==> src/rtl/board_irq_pkg.sv <==
package board_irq_pkg;
  localparam int unsigned NUM_SRC = 13;
  localparam int unsigned DATA_W  = 16;
  localparam int unsigned LVL_W   = 4;
  localparam logic [LVL_W-1:0] IDLE_LVL = '1;

  // Fixed mask/status bit for each priority number
  function automatic int unsigned src_bit(int unsigned lvl);
    case (lvl)
      0:  return 11;
      1:  return 9;
      2:  return 8;
      3:  return 12;
      4:  return 10;
      5:  return 6;
      6:  return 5;
      7:  return 4;
      8:  return 7;
      9:  return 14;
      10: return 13;
      11: return 0;
      12: return 15;
      default: return 1;
    endcase
  endfunction
endpackage

==> src/rtl/irq_status_map.sv <==
module irq_status_map
  import board_irq_pkg::*;
#(
  parameter int unsigned N_SRC = NUM_SRC,
  parameter int unsigned W     = DATA_W
) (
  input  logic [N_SRC-1:0] req_i,
  output logic [W-1:0]     status_o
);
  always_comb begin
    status_o = '0;
    for (int k = 0; k < N_SRC; k++) begin
      status_o[src_bit(k)] = req_i[k];
    end
  end
endmodule

==> src/rtl/irq_prio_enc.sv <==
module irq_prio_enc
  import board_irq_pkg::*;
#(
  parameter int unsigned N_SRC = NUM_SRC,
  parameter int unsigned W     = DATA_W,
  parameter int unsigned LW    = LVL_W
) (
  input  logic [W-1:0]  status_i,
  input  logic [W-1:0]  mask_i,
  output logic [LW-1:0] irl_o
);
  localparam logic [LW-1:0] IDLE = '1;
  logic [W-1:0]  qual;
  logic [LW-1:0] sel;

  assign qual = status_i & mask_i;

  // scan from low urgency to high so the smallest number wins
  always_comb begin
    sel = IDLE;
    for (int k = N_SRC - 1; k >= 0; k--) begin
      if (qual[src_bit(k)]) sel = LW'(k);
    end
  end

  assign irl_o = sel ^ IDLE;
endmodule

==> src/rtl/board_ctrl_regs.sv <==
module board_ctrl_regs #(
  parameter int unsigned W      = 16,
  parameter int unsigned AW     = 6,
  parameter logic [AW-1:0] OFS_MASK = 6'h00,
  parameter logic [AW-1:0] OFS_PWR  = 6'h30,
  parameter logic [AW-1:0] OFS_VER  = 6'h32,
  parameter logic [AW-1:0] OFS_GPO  = 6'h36,
  parameter logic [W-1:0]  VERSION  = 16'h0010
) (
  input  logic          clk_i,
  input  logic          rst_ni,
  input  logic [AW-1:0] addr_i,
  input  logic          wen_i,
  input  logic [W-1:0]  wdata_i,
  output logic [W-1:0]  rdata_o,
  output logic [W-1:0]  mask_o,
  output logic [W-1:0]  gpo_o,
  output logic          poweroff_o
);
  logic [W-1:0] mask_q, gpo_q;
  logic         pwr_q;

  always_ff @(posedge clk_i or negedge rst_ni) begin
    if (!rst_ni) begin
      mask_q <= '0;
      gpo_q  <= '0;
      pwr_q  <= 1'b0;
    end else begin
      pwr_q <= wen_i && (addr_i == OFS_PWR) && wdata_i[0];
      if (wen_i && addr_i == OFS_MASK) mask_q <= wdata_i;
      if (wen_i && addr_i == OFS_GPO)  gpo_q  <= wdata_i;
    end
  end

  always_comb begin
    case (addr_i)
      OFS_MASK: rdata_o = mask_q;
      OFS_VER:  rdata_o = VERSION;
      OFS_GPO:  rdata_o = gpo_q;
      default:  rdata_o = '0;
    endcase
  end

  assign mask_o     = mask_q;
  assign gpo_o      = gpo_q;
  assign poweroff_o = pwr_q;
endmodule

==> src/rtl/board_irq_ctrl.sv <==
module board_irq_ctrl
  import board_irq_pkg::*;
#(
  parameter int unsigned N_SRC = NUM_SRC,
  parameter int unsigned W     = DATA_W,
  parameter int unsigned AW    = 6,
  parameter int unsigned LW    = LVL_W
) (
  input  logic             clk_i,
  input  logic             rst_ni,
  input  logic [N_SRC-1:0] req_i,
  input  logic [AW-1:0]    addr_i,
  input  logic             wen_i,
  input  logic [W-1:0]     wdata_i,
  output logic [W-1:0]     rdata_o,
  output logic [LW-1:0]    irl_o,
  output logic             poweroff_o,
  output logic [W-1:0]     gpo_o
);
  logic [W-1:0] status_w, mask_w;

  irq_status_map #(.N_SRC(N_SRC), .W(W)) u_map (
    .req_i    (req_i),
    .status_o (status_w)
  );

  board_ctrl_regs #(.W(W), .AW(AW)) u_regs (
    .clk_i      (clk_i),
    .rst_ni     (rst_ni),
    .addr_i     (addr_i),
    .wen_i      (wen_i),
    .wdata_i    (wdata_i),
    .rdata_o    (rdata_o),
    .mask_o     (mask_w),
    .gpo_o      (gpo_o),
    .poweroff_o (poweroff_o)
  );

  irq_prio_enc #(.N_SRC(N_SRC), .W(W), .LW(LW)) u_enc (
    .status_i (status_w),
    .mask_i   (mask_w),
    .irl_o    (irl_o)
  );
endmodule

==> config.mk <==
export PLATFORM = sky130hd
export DESIGN_NAME = board_irq_ctrl
export DESIGN_NICKNAME = d
export VERILOG_FILES = /design/src/rtl/board_irq_pkg.sv /design/src/rtl/irq_status_map.sv /design/src/rtl/irq_prio_enc.sv /design/src/rtl/board_ctrl_regs.sv /design/src/rtl/board_irq_ctrl.sv
export SDC_FILE = /design/constraint.sdc
export NUM_CORES = 1
export LEC_CHECK = 0
export BUFFER_PORTS_ARGS = -buffer_cell sky130_fd_sc_hd__buf_2
export CAP_MARGIN = 20
export CORE_UTILIZATION = 45
export DETAILED_ROUTE_END_ITERATION = 8
export PLACE_DENSITY_LB_ADDON = 0.12
export SKIP_LAST_GASP = 1
export SYNTH_ARGS = -nofsm -noshare
export SYNTH_HDL_FRONTEND = slang
export SYNTH_HIERARCHICAL = 1
export SYNTH_SLANG_ARGS = --single-unit
==> constraint.sdc <==
create_clock -name clk_i -period 7.5 [get_ports clk_i]
set_input_delay 1.5 -clock clk_i [delete_from_list [all_inputs] [get_ports clk_i]]
set_output_delay 1.5 -clock clk_i [all_outputs]
set_load 0.01 [all_outputs]
==> key figures <==
Floorplanning
  – Site Rows: 22
  – Die Y: 64.53 um
  – Starting Density: a little under half
  – Die W: ~65 um
  – Top-Level Pins: 75
  – Core area: 3716 um2
  – Die area: 4163 um2

Detailed routing
  – Vias: ~1400
  – WL per Instance: 16.11 um
  – DRC viols: 0
  – Post-route ant nets: 0
  – DR vias/cell: 5.470
  – Detailed Route WL: 4077 um
  – Pre-antenna DRT Iters: 4
  – Initial detailed-routing violation count: between 40 and 50

CTS
  – CTS buffer count: 5
  – Clock tree root buffer cell: clkbuf_8
  – Clock Sinks: 33
  – CTS tree: yes
  – H-tree levels: 2
  – Clock latency on the worst-skew pair: 0.28 ns
  – Post-cts resize count: 0
  – CTS Hold Bufs: 0
  – Post-CTS Setup Inserts: 0
  – Clock tree buffer depth: 2
  – Clk slew on worst S/H paths: 0.07 ns

Timing
  – Worst Hold Margin: 0.5170 ns
  – Slew HR: between 30% and 40%
  – TNS Setup: 0 ns
  – Tcrit/Tclk final: 61.21%
  – Slew @ Worst Pin: 1.005 ns
  – Max Clock Freq: 217.8 MHz
  – Period minus WS final: 4.591 ns
  – Worst Clk Skew: 0 ns
  – RSZ-0062 raised after global routing: false
  – Final setup viols: 0
  – Max-slew violations: 0
  – Hold Violations, Final: 0

Setup path
  – Critical path class: input port to output pin
  – Critical Path AT: roughly 3.1 ns
  – Crit. End Element: output pin
  – CP Max Fanout: 10
  – Startpoint types: input port
  – Required @ worst endpoint: around 6 ns

Power and ir drop
  – Clock network power share: between 20% and 30%
  – Pint: roughly 320 uW
  – Comb power frac: 21.5%
  – P_sw: roughly 130 uW
  – Power per Cell Area: about 210 nW/um2
  – Final Total Pwr: 445.9 uW
  – Sequential share of power: 49.5%
  – Net Sw Frac: 28.86%
  – Leak: approximately 0.0012 uW
  – Peak VDD IR: 0.0001221 V

GRT
  – First-pass GRT wire length: 6382 um
  – Largest net degree at the start of global routing: 34
  – Total GRT Usage: 20.61%
  – Overflow after GRT: 0
  – Initial antenna violation count: 0
  – Vias in the first global route: 1339

Final layout
  – Ant. Diodes: 0
  – Layout cells sized above 1: 58.54%
  – Fill count: 350
  – Final instance area: 2148 um2
  – Area growth from synthesis to layout: 22.12%
  – Fin nets: about 240

Yosys
  – Mapped Area: between 1500 and 2000 um2
  – Syn Nets: about 180
  – Synthesized area per cell: approximately 12 um2
  – Post-synthesis cell count: 141
  – Ys Warns: 6

Status
  – Outcome: completed

Placement
  – Post-DP Area: 2051 um2
  – Buffers on Ports: 74
  – DPL Wire Length: 2887 um
  – Gpl congestion: roughly 0.78

Min path
  – Worst hold path class: flip-flop to flip-flop

Flow run
  – Max Cap Viol: 0
power groups by stage:
stage                     Combinational, uW  Clock, uW  Sequential, uW
final                                  95.8        129             221
after floorplan                        55.2          0             225
after global placement                 93.4          0             222
after detailed placement               96.3          0             224
after global routing                    105        139             224
after CTS                              96.7        133             221
critical path: stages:
cell and delay [ns]:
buf_2 0.10, or4_4 0.53, nor3_2 0.44, buf_6 0.23, a22o_1 0.15, buf_2 0.13
cell type report:
cell class                      count  area (um2)  area share, %
Tap cell                           48       60.06          2.796
Sequential cell                    33       825.8          38.44
Clock inverter                      3       17.52         0.8154
Timing Repair Buffer               75       381.6          17.76
Clock buffer                        5       68.82          3.203
Multi-Input combinational cell     89       794.5          36.98
through the flow:
step / setup WS, ns / utilization (%) / cells
global route: 2.842 / 57.81 / 253
CTS: 2.541 / 57.51 / 252
finish: 2.909 / 57.81 / 253
detailed placement: 2.539 / 55.19 / 244
floorplan: 3.004 / - / 141
global placement: 2.612 / 55.19 / 244
sequential cells by signal (all words and copies together) (netlist names):
name               count
u_regs/mask_o         16
u_regs/gpo_o          16
u_regs/poweroff_o      1
metal layers:
layer / up-vias / routed length, um / global-route usage (%)
met5: - / 0 / 0
met4: 0 / 36 / 6.111
met3: 5 / 256 / 6.690
met2: 47 / 1948 / 33.03
met1: 692 / 1836 / 26.48
li1: 640 / - / -
cell usage in the layout, fill, tap and decap left out:
cell type	instances
buf_2	74
dfrtp_1	33
mux2_2	22
a22o_1	17
nand2_1	13
mux2_4	10
clkbuf_8	5
a21oi_1	3
nand4_1	3
clkinv_2	2
nand3_1	2
nor2_1	2
clkinvlp_4	1
a22oi_1	1
nand2_2	1
and3b_2	1
o21ai_1	1
a41o_1	1
o211ai_1	1
a32oi_1	1
a31o_1	1
a311oi_1	1
or4_4	1
nor3_2	1
and4bb_2	1
and3_1	1
nand2b_1	1
a32o_1	1
and4_1	1
or4b_1	1
buf_6	1
path summary, 6_finish.rpt:
kind	slack (ns)	depth (start not counted)	from	to
worst max-delay path	2.91	6	addr_i[0]	rdata_o[5]
worst min-delay path	0.52	1	u_regs/mask_o[3]$_DFFE_PN0P_	u_regs/mask_o[3]$_DFFE_PN0P_
worst max register to register	6.67	1	u_regs/mask_o[15]$_DFFE_PN0P_	u_regs/mask_o[15]$_DFFE_PN0P_
worst min register to register	0.52	1	u_regs/mask_o[3]$_DFFE_PN0P_	u_regs/mask_o[3]$_DFFE_PN0P_
max in group asynchronous	5.74	1	rst_ni	u_regs/gpo_o[9]$_DFFE_PN0P_
min in group asynchronous	1.28	1	rst_ni	u_regs/gpo_o[1]$_DFFE_PN0P_
Note: power is estimated with default switching activity, not from simulation.
